$ cat src/rtl/hold_pkg.sv
package hold_pkg;

  typedef enum logic [1:0] {
    LM_SINGLE = 2'b00,
    LM_DUAL   = 2'b01,
    LM_QUAD   = 2'b10,
    LM_ALT    = 2'b11
  } lane_mode_e;

  typedef enum logic [1:0] {
    HS_RUN  = 2'b00,
    HS_PEND = 2'b01,
    HS_HELD = 2'b10
  } hold_state_e;

  function automatic int unsigned lanes_for_mode(lane_mode_e m, int unsigned total);
    case (m)
      LM_DUAL: return 2;
      LM_QUAD: return total;
      default: return 1;
    endcase
  endfunction

endpackage

$ cat src/rtl/hold_sync.sv
module hold_sync #(
  parameter int unsigned STAGES = 2,
  parameter int unsigned WIDTH  = 6,
  parameter logic [WIDTH-1:0] IDLE = '0
) (
  input  logic             clk,
  input  logic             rst,
  input  logic [WIDTH-1:0] d,
  output logic [WIDTH-1:0] q
);

  logic [WIDTH-1:0] chain [STAGES];

  always_ff @(posedge clk) begin
    if (rst) chain[0] <= IDLE;
    else     chain[0] <= d;
  end

  for (genvar i = 1; i < STAGES; i++) begin : g_stage
    always_ff @(posedge clk) begin
      if (rst) chain[i] <= IDLE;
      else     chain[i] <= chain[i-1];
    end
  end

  assign q = chain[STAGES-1];

endmodule

$ cat src/rtl/hold_fsm.sv
module hold_fsm
  import hold_pkg::*;
(
  input  logic clk,
  input  logic rst,
  input  logic s_sck,
  input  logic s_cs_n,
  input  logic s_hold_n,
  input  logic hold_ok,
  output logic take_rise,
  output logic rise_en,
  output logic fall_en,
  output logic out_hiz,
  output logic held
);

  hold_state_e state_q, state_d;
  logic        sck_prev;
  logic        edge_up, edge_dn, pass_ok;

  assign edge_up = s_sck & ~sck_prev;
  assign edge_dn = ~s_sck & sck_prev;
  assign pass_ok = ~s_cs_n & (~hold_ok | (s_hold_n & (state_q != HS_HELD)));
  assign take_rise = edge_up & pass_ok;

  always_comb begin
    state_d = state_q;
    if (s_cs_n || !hold_ok) begin
      state_d = HS_RUN;
    end else begin
      case (state_q)
        HS_RUN:  if (!s_hold_n) state_d = s_sck ? HS_PEND : HS_HELD;
        HS_PEND: begin
          if (s_hold_n)     state_d = HS_RUN;
          else if (edge_dn) state_d = HS_HELD;
        end
        HS_HELD: if (s_hold_n && !s_sck) state_d = HS_RUN;
        default: state_d = HS_RUN;
      endcase
    end
  end

  always_ff @(posedge clk) begin
    if (rst) begin
      state_q  <= HS_RUN;
      sck_prev <= 1'b0;
      rise_en  <= 1'b0;
      fall_en  <= 1'b0;
      out_hiz  <= 1'b1;
    end else begin
      state_q  <= state_d;
      sck_prev <= s_sck;
      rise_en  <= edge_up & pass_ok;
      fall_en  <= edge_dn & pass_ok;
      out_hiz  <= s_cs_n | (hold_ok & (~s_hold_n | (state_q == HS_HELD)));
    end
  end

  assign held = (state_q == HS_HELD);

  // a paused transaction passes no edge to the core
  p_no_edge_in_hold_r4: assert property (@(posedge clk) disable iff (rst)
    (state_q == HS_HELD) |=> (!rise_en && !fall_en));

  // a deferred entry completes on the falling edge
  p_pend_to_held_r5: assert property (@(posedge clk) disable iff (rst)
    (state_q == HS_PEND && edge_dn && !s_hold_n && !s_cs_n && hold_ok)
      |=> (held && !fall_en));

  // driver released as soon as the hold line is seen low
  p_hiz_on_hold_r6: assert property (@(posedge clk) disable iff (rst)
    (hold_ok && !s_hold_n) |=> out_hiz);

  // no exit while SCK is still high
  p_stay_held_r7: assert property (@(posedge clk) disable iff (rst)
    (state_q == HS_HELD && s_sck && !s_cs_n && hold_ok) |=> held);

  // chip select high clears the pause and blocks the core
  p_cs_abort_r9: assert property (@(posedge clk) disable iff (rst)
    s_cs_n |=> (!held && out_hiz && !rise_en && !fall_en));

endmodule

$ cat src/rtl/hold_lane_capture.sv
module hold_lane_capture
  import hold_pkg::*;
#(
  parameter int unsigned LANES = 4
) (
  input  logic             clk,
  input  logic             rst,
  input  logic             take,
  input  lane_mode_e       mode,
  input  logic [LANES-1:0] s_din,
  output logic [LANES-1:0] core_din
);

  logic [LANES-1:0] lane_mask;

  for (genvar i = 0; i < LANES; i++) begin : g_mask
    assign lane_mask[i] = (i < lanes_for_mode(mode, LANES));
  end

  always_ff @(posedge clk) begin
    if (rst)       core_din <= '0;
    else if (take) core_din <= s_din & lane_mask;
  end

  // single-lane modes never show upper lanes
  p_single_lane_r3: assert property (@(posedge clk) disable iff (rst)
    (take && (mode == LM_SINGLE || mode == LM_ALT)) |=> (core_din[LANES-1:1] == '0));

endmodule

$ cat src/rtl/hold_pause_ctrl.sv
module hold_pause_ctrl
  import hold_pkg::*;
#(
  parameter int unsigned LANES       = 4,
  parameter int unsigned SYNC_STAGES = 2
) (
  input  logic             clk,
  input  logic             rst,
  input  logic             sck,
  input  logic             cs_n,
  input  logic [LANES-1:0] sio_in,
  input  logic [1:0]       mode,
  output logic             core_rise_en,
  output logic             core_fall_en,
  output logic [LANES-1:0] core_din,
  output logic             out_hiz,
  output logic             hold_active
);

  localparam int unsigned HOLD_LANE = 3;
  localparam int unsigned SW        = LANES + 2;
  localparam logic [SW-1:0] PIN_IDLE = {1'b1, 1'b0, {LANES{1'b1}}};

  logic [SW-1:0]    pins_s;
  logic [LANES-1:0] s_din;
  logic             s_sck, s_cs_n, s_hold_n, hold_ok, take;
  lane_mode_e       mode_e;

  assign mode_e = lane_mode_e'(mode);

  hold_sync #(.STAGES(SYNC_STAGES), .WIDTH(SW), .IDLE(PIN_IDLE)) u_sync (
    .clk (clk),
    .rst (rst),
    .d   ({cs_n, sck, sio_in}),
    .q   (pins_s)
  );

  assign s_din    = pins_s[LANES-1:0];
  assign s_sck    = pins_s[LANES];
  assign s_cs_n   = pins_s[LANES+1];
  assign s_hold_n = s_din[HOLD_LANE];
  assign hold_ok  = (mode_e != LM_QUAD);

  hold_fsm u_fsm (
    .clk       (clk),
    .rst       (rst),
    .s_sck     (s_sck),
    .s_cs_n    (s_cs_n),
    .s_hold_n  (s_hold_n),
    .hold_ok   (hold_ok),
    .take_rise (take),
    .rise_en   (core_rise_en),
    .fall_en   (core_fall_en),
    .out_hiz   (out_hiz),
    .held      (hold_active)
  );

  hold_lane_capture #(.LANES(LANES)) u_cap (
    .clk      (clk),
    .rst      (rst),
    .take     (take),
    .mode     (mode_e),
    .s_din    (s_din),
    .core_din (core_din)
  );

  // captured lanes frozen through a pause
  p_din_frozen_r11: assert property (@(posedge clk) disable iff (rst)
    hold_active |=> $stable(core_din));

  // the two enables never pulse together
  p_one_edge_r2: assert property (@(posedge clk) disable iff (rst)
    !(core_rise_en && core_fall_en));

  // quad mode never pauses
  p_quad_no_hold_r8: assert property (@(posedge clk) disable iff (rst)
    (mode_e == LM_QUAD && $stable(mode)) |=> !hold_active);

endmodule

$ cat config.mk
export PLATFORM = sky130hd
export DESIGN_NAME = hold_pause_ctrl
export DESIGN_NICKNAME = d
export VERILOG_FILES = /design/src/rtl/hold_pkg.sv /design/src/rtl/hold_sync.sv /design/src/rtl/hold_fsm.sv /design/src/rtl/hold_lane_capture.sv /design/src/rtl/hold_pause_ctrl.sv
export SDC_FILE = /design/constraint.sdc
export NUM_CORES = 1
export LEC_CHECK = 0
export BUFFER_PORTS_ARGS = -buffer_cell sky130_fd_sc_hd__buf_4
export CAP_MARGIN = 30
export CORE_MARGIN = 5
export CORE_UTILIZATION = 32
export CTS_CLUSTER_SIZE = 20
export DETAILED_ROUTE_END_ITERATION = 8
export HOLD_SLACK_MARGIN = 0.08
export PLACE_DENSITY = 0.58
export SYNTH_ARGS = -nofsm -noshare
export SYNTH_HDL_FRONTEND = slang
export SYNTH_SLANG_ARGS = --single-unit
$ cat constraint.sdc
create_clock -name clk -period 2 [get_ports clk]
set_clock_uncertainty 0.05 [all_clocks]
set_input_delay 0.1 -clock clk [delete_from_list [all_inputs] [get_ports clk]]
set_output_delay 0.1 -clock clk [all_outputs]
set_load 0.01 [all_outputs]
# Yosys cells after proc, flatten, opt, wreduce, memory -nomap -nowiden
# Memories as Yosys holds them, arrays and structs flattened.
# Cells that the tools add are included.
# W data, S select, Z words.
dict set report word_totals {
  ff_bits 10
  ramBits 12
  out_inout_bits 8
  mem_count 1
}
dict set report op_classes {
  magnitude_cmp 4
  n_eq_ne 9
  n_mux 12
  bitwise_logic 18
  n_reduce_logical 7
}
# name depth width rd rd_clocked_by_memory_dff write_ports line
set mem_list {}
lappend mem_list {u_sync.chain 2 6 2 0 2 hold_sync.sv:12} ;# logic [WIDTH-1:0] chain [STAGES];
# cell n
set ops {}
lappend ops {{$mux W6} 2}
lappend ops {{$mux W2} 5}
lappend ops {{$and A1 B1 Y1} 7}
lappend ops {{$lt A1 B3 Y1 const A} 2}
lappend ops {{$lt A2 B3 Y1 const A} 2}
lappend ops {{$ne A2 B2 Y1 const B} 3}
lappend ops {{$pmux W2 S3} 1}
lappend ops {{$pmux W3 S2} 1}
lappend ops {{$not A1 Y1} 5}
lappend ops {{$or A1 B1 Y1} 5}
lappend ops {{$and A4 B4 Y4} 1}
lappend ops {{$eq A2 B1 Y1 const B} 2}
lappend ops {{$eq A2 B2 Y1 const B} 2}
lappend ops {{$mux W1} 3}
lappend ops {{$ne A3 B2 Y1 const B} 1}
lappend ops {{$reduce_and A3 Y1} 1}
lappend ops {{$logic_not A1 Y1} 2}
lappend ops {{$logic_not A2 Y1} 1}
lappend ops {{$ne A2 B1 Y1 const B} 1}
lappend ops {{$reduce_or A2 Y1} 1}
lappend ops {{$logic_and A1 B1 Y1} 1}
lappend ops {{$logic_or A1 B1 Y1} 1}

# Longest topological paths before layout
# An unclocked memory read counts as a cell.
dict set report logic_depth {
  ltp_word 6
  mapped_depth 5
  mapped_depth_nobuf 5
}

# Hierarchy
# A second synthesis with hierarchy kept.
dict set report unflattened {
  hier_cells 68
  area_unflattened_um2 745.7
}
# module instances cells_per_inst area_per_inst_um2
set modules_own_cells {}
lappend modules_own_cells {hold_sync 1 25 331.6}
lappend modules_own_cells {hold_fsm 1 25 246.5}
lappend modules_own_cells {hold_lane_capture 1 17 161.4}
lappend modules_own_cells {hold_pause_ctrl 1 1 6.3}

# Worst setup path after synthesis
# Ideal clock, no wire load.
dict set report synth_timing {
  path_type {flip-flop to flip-flop}
  from {mem u_sync.chain[1][4]}
  to {reg u_cap.core_din[1]}
  setup_time_ns 0.070
  arrival_time_ns 1.375
  required_time_ns 1.880
  path_slack_ns 0.505
  stages_incl_launch_ff 4
  n_path_buf 0
  synth_period_minus_slack_ns 1.495
  path_cell_list {dfxtp_1 -> or3b_1 -> or4b_1 -> a21oi_1}
}
# item line
set synth_lines {}
lappend synth_lines {{start, declared} hold_sync.sv:12}
lappend synth_lines {{end signal, assigned} hold_lane_capture.sv:22} ;# else if (take) core_din <= s_din & lane_mask;
lappend synth_lines {{end, declared} hold_lane_capture.sv:11} ;# output logic [LANES-1:0] core_din

==> impl_metrics.ini <==
[run_status]
status = completed

[worst_setup_path]
start_kind = flip-flop
r2r_slack_ns = 0.40
cp.required_ns = 2.18
worstRegToRegCells = 3
r2r-start = u_sync.chain[1][4]
path_max_fanout = 8
r2r_end = u_cap.core_din[1]
cp.arrival_ns = 1.79
critical_path_class = flip-flop to flip-flop
crit_path_end_kind = flip-flop

[timing]
max_slew_margin_pct = 79.30
finalHoldViolCount = 0
worstMarginPinSlew_ns = 0.3105
post-route-min-period_ns = 1.603
max_freq_ghz = 0.6238
rsz0062_at_grt = false
maxSlewViolCount = 0
setup_viol = 0
period_share_pct = 80.15
tns_ns = 0

[synthesis]
synth_compound_area_share_pct = 10.45
synthSimpleGateAreaFrac_pct = 26.03
synthMuxAreaShare_pct = 0
ys_seq_area_share_pct = 60.27
syn-instance-count = 68
yosys.area_share.adder_pct = 1.712
syn_area_per_cell_um2 = 10.75
synth_warnings = 0
netlist_area_um2 = 730.7
synth_xor_xnor_area_share_pct = 0
synth-seq-cells = 22
synth_cell_types = 21
synth_top_family_by_area = simple AND/OR/NAND/NOR gates
synth_fp_nets = 79

[worst_hold_path]
min_path_cells = 4
whs_endpoint = u_cap.core_din[1]
holdCritStartpoint = mode[1]
hold_class = input pin to flip-flop

[layout]
regArea_um2 = 440.4
final_area_um2 = 1022
n_antenna_cell = 0
syn2layout_area_growth_pct = 39.90
drive_above_1_share_pct = 31.63
finalNonFillerCells = 126
fin_nets = 111
multi_input_area_um2 = 279.0
fin_util_pct = 46.66
fillers = 194

[detailed_routing]
drt_wl_total_um = 1215
drt_iter0_drc = 4
drt.antenna.violating_nets = 0
viasPerCell = 4.413
dr_wl_met3_um = 85
maxUsedRoutingLayer = met3
dr.pass1.iters = 2
via_count = 556
m1WireLength_um = 535
wl_met2_um = 593
drc = 0
wl_per_cell_um = 9.643

[placed_design]
hpwl_um = 840.1
place_area_um2 = 889.6
dp.cells = 112
place_congestion = 0.7441
portBuffers = 17

[flow_run]
drv_cap = 0

[floorplanning]
fp.dieArea_um2 = 3339
pin_count = 18
die_x_um = 57.79
die_h_um = 57.79
core_area_um2 = 2191
core.rowCount = 17
initial_core_util_pct = 33.35

[global_route]
groute.usage.overall_pct = 8.491
grt_max_degree = 20
gr-total-overflow = 0
first_global_vias = 575
grt_pass1_wl_um = 2187
antenna_found_initial = 0

[cts]
post_cts_buffers = 0
numCtsBuffers = 3
clkLatencyLatePin_ns = 0.29
clk_path_buf_depth = 2
holdBufCountCts = 11
numClockSinks = 22
cts_tree = built
cts.clk_slew.worst_paths_ns = 0.10
cts.repair.resized = 0
cts_root_buf = clkbuf_4
htreeDepth = 1

[pwr]
powerDensity_nw_per_um2 = 680.1
p_leak_nw = 0.4097
p_total_mw = 0.6952
max-vdd-ir-drop_mv = 0.4847
-- cell families after synthesis --
logic type | count (synthesis)
flip-flops | 22
buffers and inverters | 3
adder cells (fa/ha/maj) | 1
AO/OA/AOI/OAI | 13
AND/OR/NAND/NOR | 29
-- cells in the mapped netlist (all sizes together) --
cell    count  area [um2]
dfxtp      22       440.4
or2        10       62.56
a21oi       5       25.02
nor2b       5       31.28
o21ai       5       25.02
nor2        3       11.26
inv         2       7.510
nand2b      2       12.51
nor3        2       10.01
nor3b       2       25.02
a22o        1       8.760
a22oi       1       7.510
clkbuf      1       3.750
ha          1       12.51
nand3       1       5.000
nand3b      1       7.510
o32a        1       10.01
or3         1       6.260
or3b        1       8.760
or4b        1       10.01
-- cells in the final DEF, fill, tap and decap left out --
master         instances
nor2_1                 3
inv_1                  2
buf_4                 17
a22oi_1                1
or3b_1                 1
or3_1                  1
dfxtp_1               22
a21oi_1                5
nor3_1                 2
clkbuf_4               3
nor3b_2                2
ha_1                   1
or4b_1                 1
or2_1                  1
or2_2                  9
o21ai_0                5
dlygate4sd3_1         11
o32a_1                 1
nand3b_1               1
nand3_1                1
nor2b_1                5
a22o_1                 1
nand2b_1               2
-- registers in the layout, indices dropped and copies added (netlist names) --
name / flops
u_cap.core_din: 4
u_fsm.fall_en: 1
u_fsm.out_hiz: 1
u_fsm.rise_en: 1
u_fsm.sck_prev: 1
u_fsm.state_q: 2
u_sync.chain: 12
-- layout make-up --
type | count | share of cell area, %
Sequential cell | 22 | 43.08
Timing Repair Buffer | 28 | 23.26
Tap cell | 28 | 3.427
Clock buffer | 3 | 2.203
Multi-Input combinational cell | 43 | 27.30
Inverter | 2 | 0.7344
-- where the power goes --
part / total (mW) / internal (mW) / switching [mW] / leakage [nW]
clock: 0.183 / 0.0700 / 0.113 / 0.0138
sequential: 0.457 / 0.451 / 0.00615 / 0.180
combinational: 0.0555 / 0.0384 / 0.0171 / 0.216
-- critical path, cell delays in order, from the launching register on --
cell and delay, ns:
dfxtp_1 0.44, or3b_1 0.41, or4b_1 0.51, a21oi_1 0.14
-- layer usage --
layer | track usage (%) | vias to the layer above
met5 | 0 | -
met4 | 5.960 | 0
met3 | 2.004 | 0
met2 | 14.68 | 15
met1 | 9.004 | 250
li1 | - | 291
-- worst max-delay path by stage --
stage	endpoint	slack [ns]	startpoint	cells after the start
after floorplan	u_cap.core_din[1]	0.51	u_sync.chain[1][4]	3
after global placement	u_cap.core_din[1]	0.44	u_sync.chain[1][4]	3
after detailed placement	u_cap.core_din[1]	0.43	u_sync.chain[1][4]	3
after CTS	u_cap.core_din[1]	0.39	u_sync.chain[1][4]	3
after global routing	u_cap.core_din[1]	0.31	u_sync.chain[1][4]	3
final	u_cap.core_din[1]	0.40	u_sync.chain[1][4]	3
-- through the flow --
stage               hold slack (ns)  setup WS [ns]
floorplan                    0.1216         0.5052
global placement             0.2345         0.4387
detailed placement           0.2380         0.4300
CTS                          0.1060         0.3914
global route                 0.1148         0.3061
finish                       0.1207         0.3970
No activity file was read; power rests on OpenSTA's default activity.
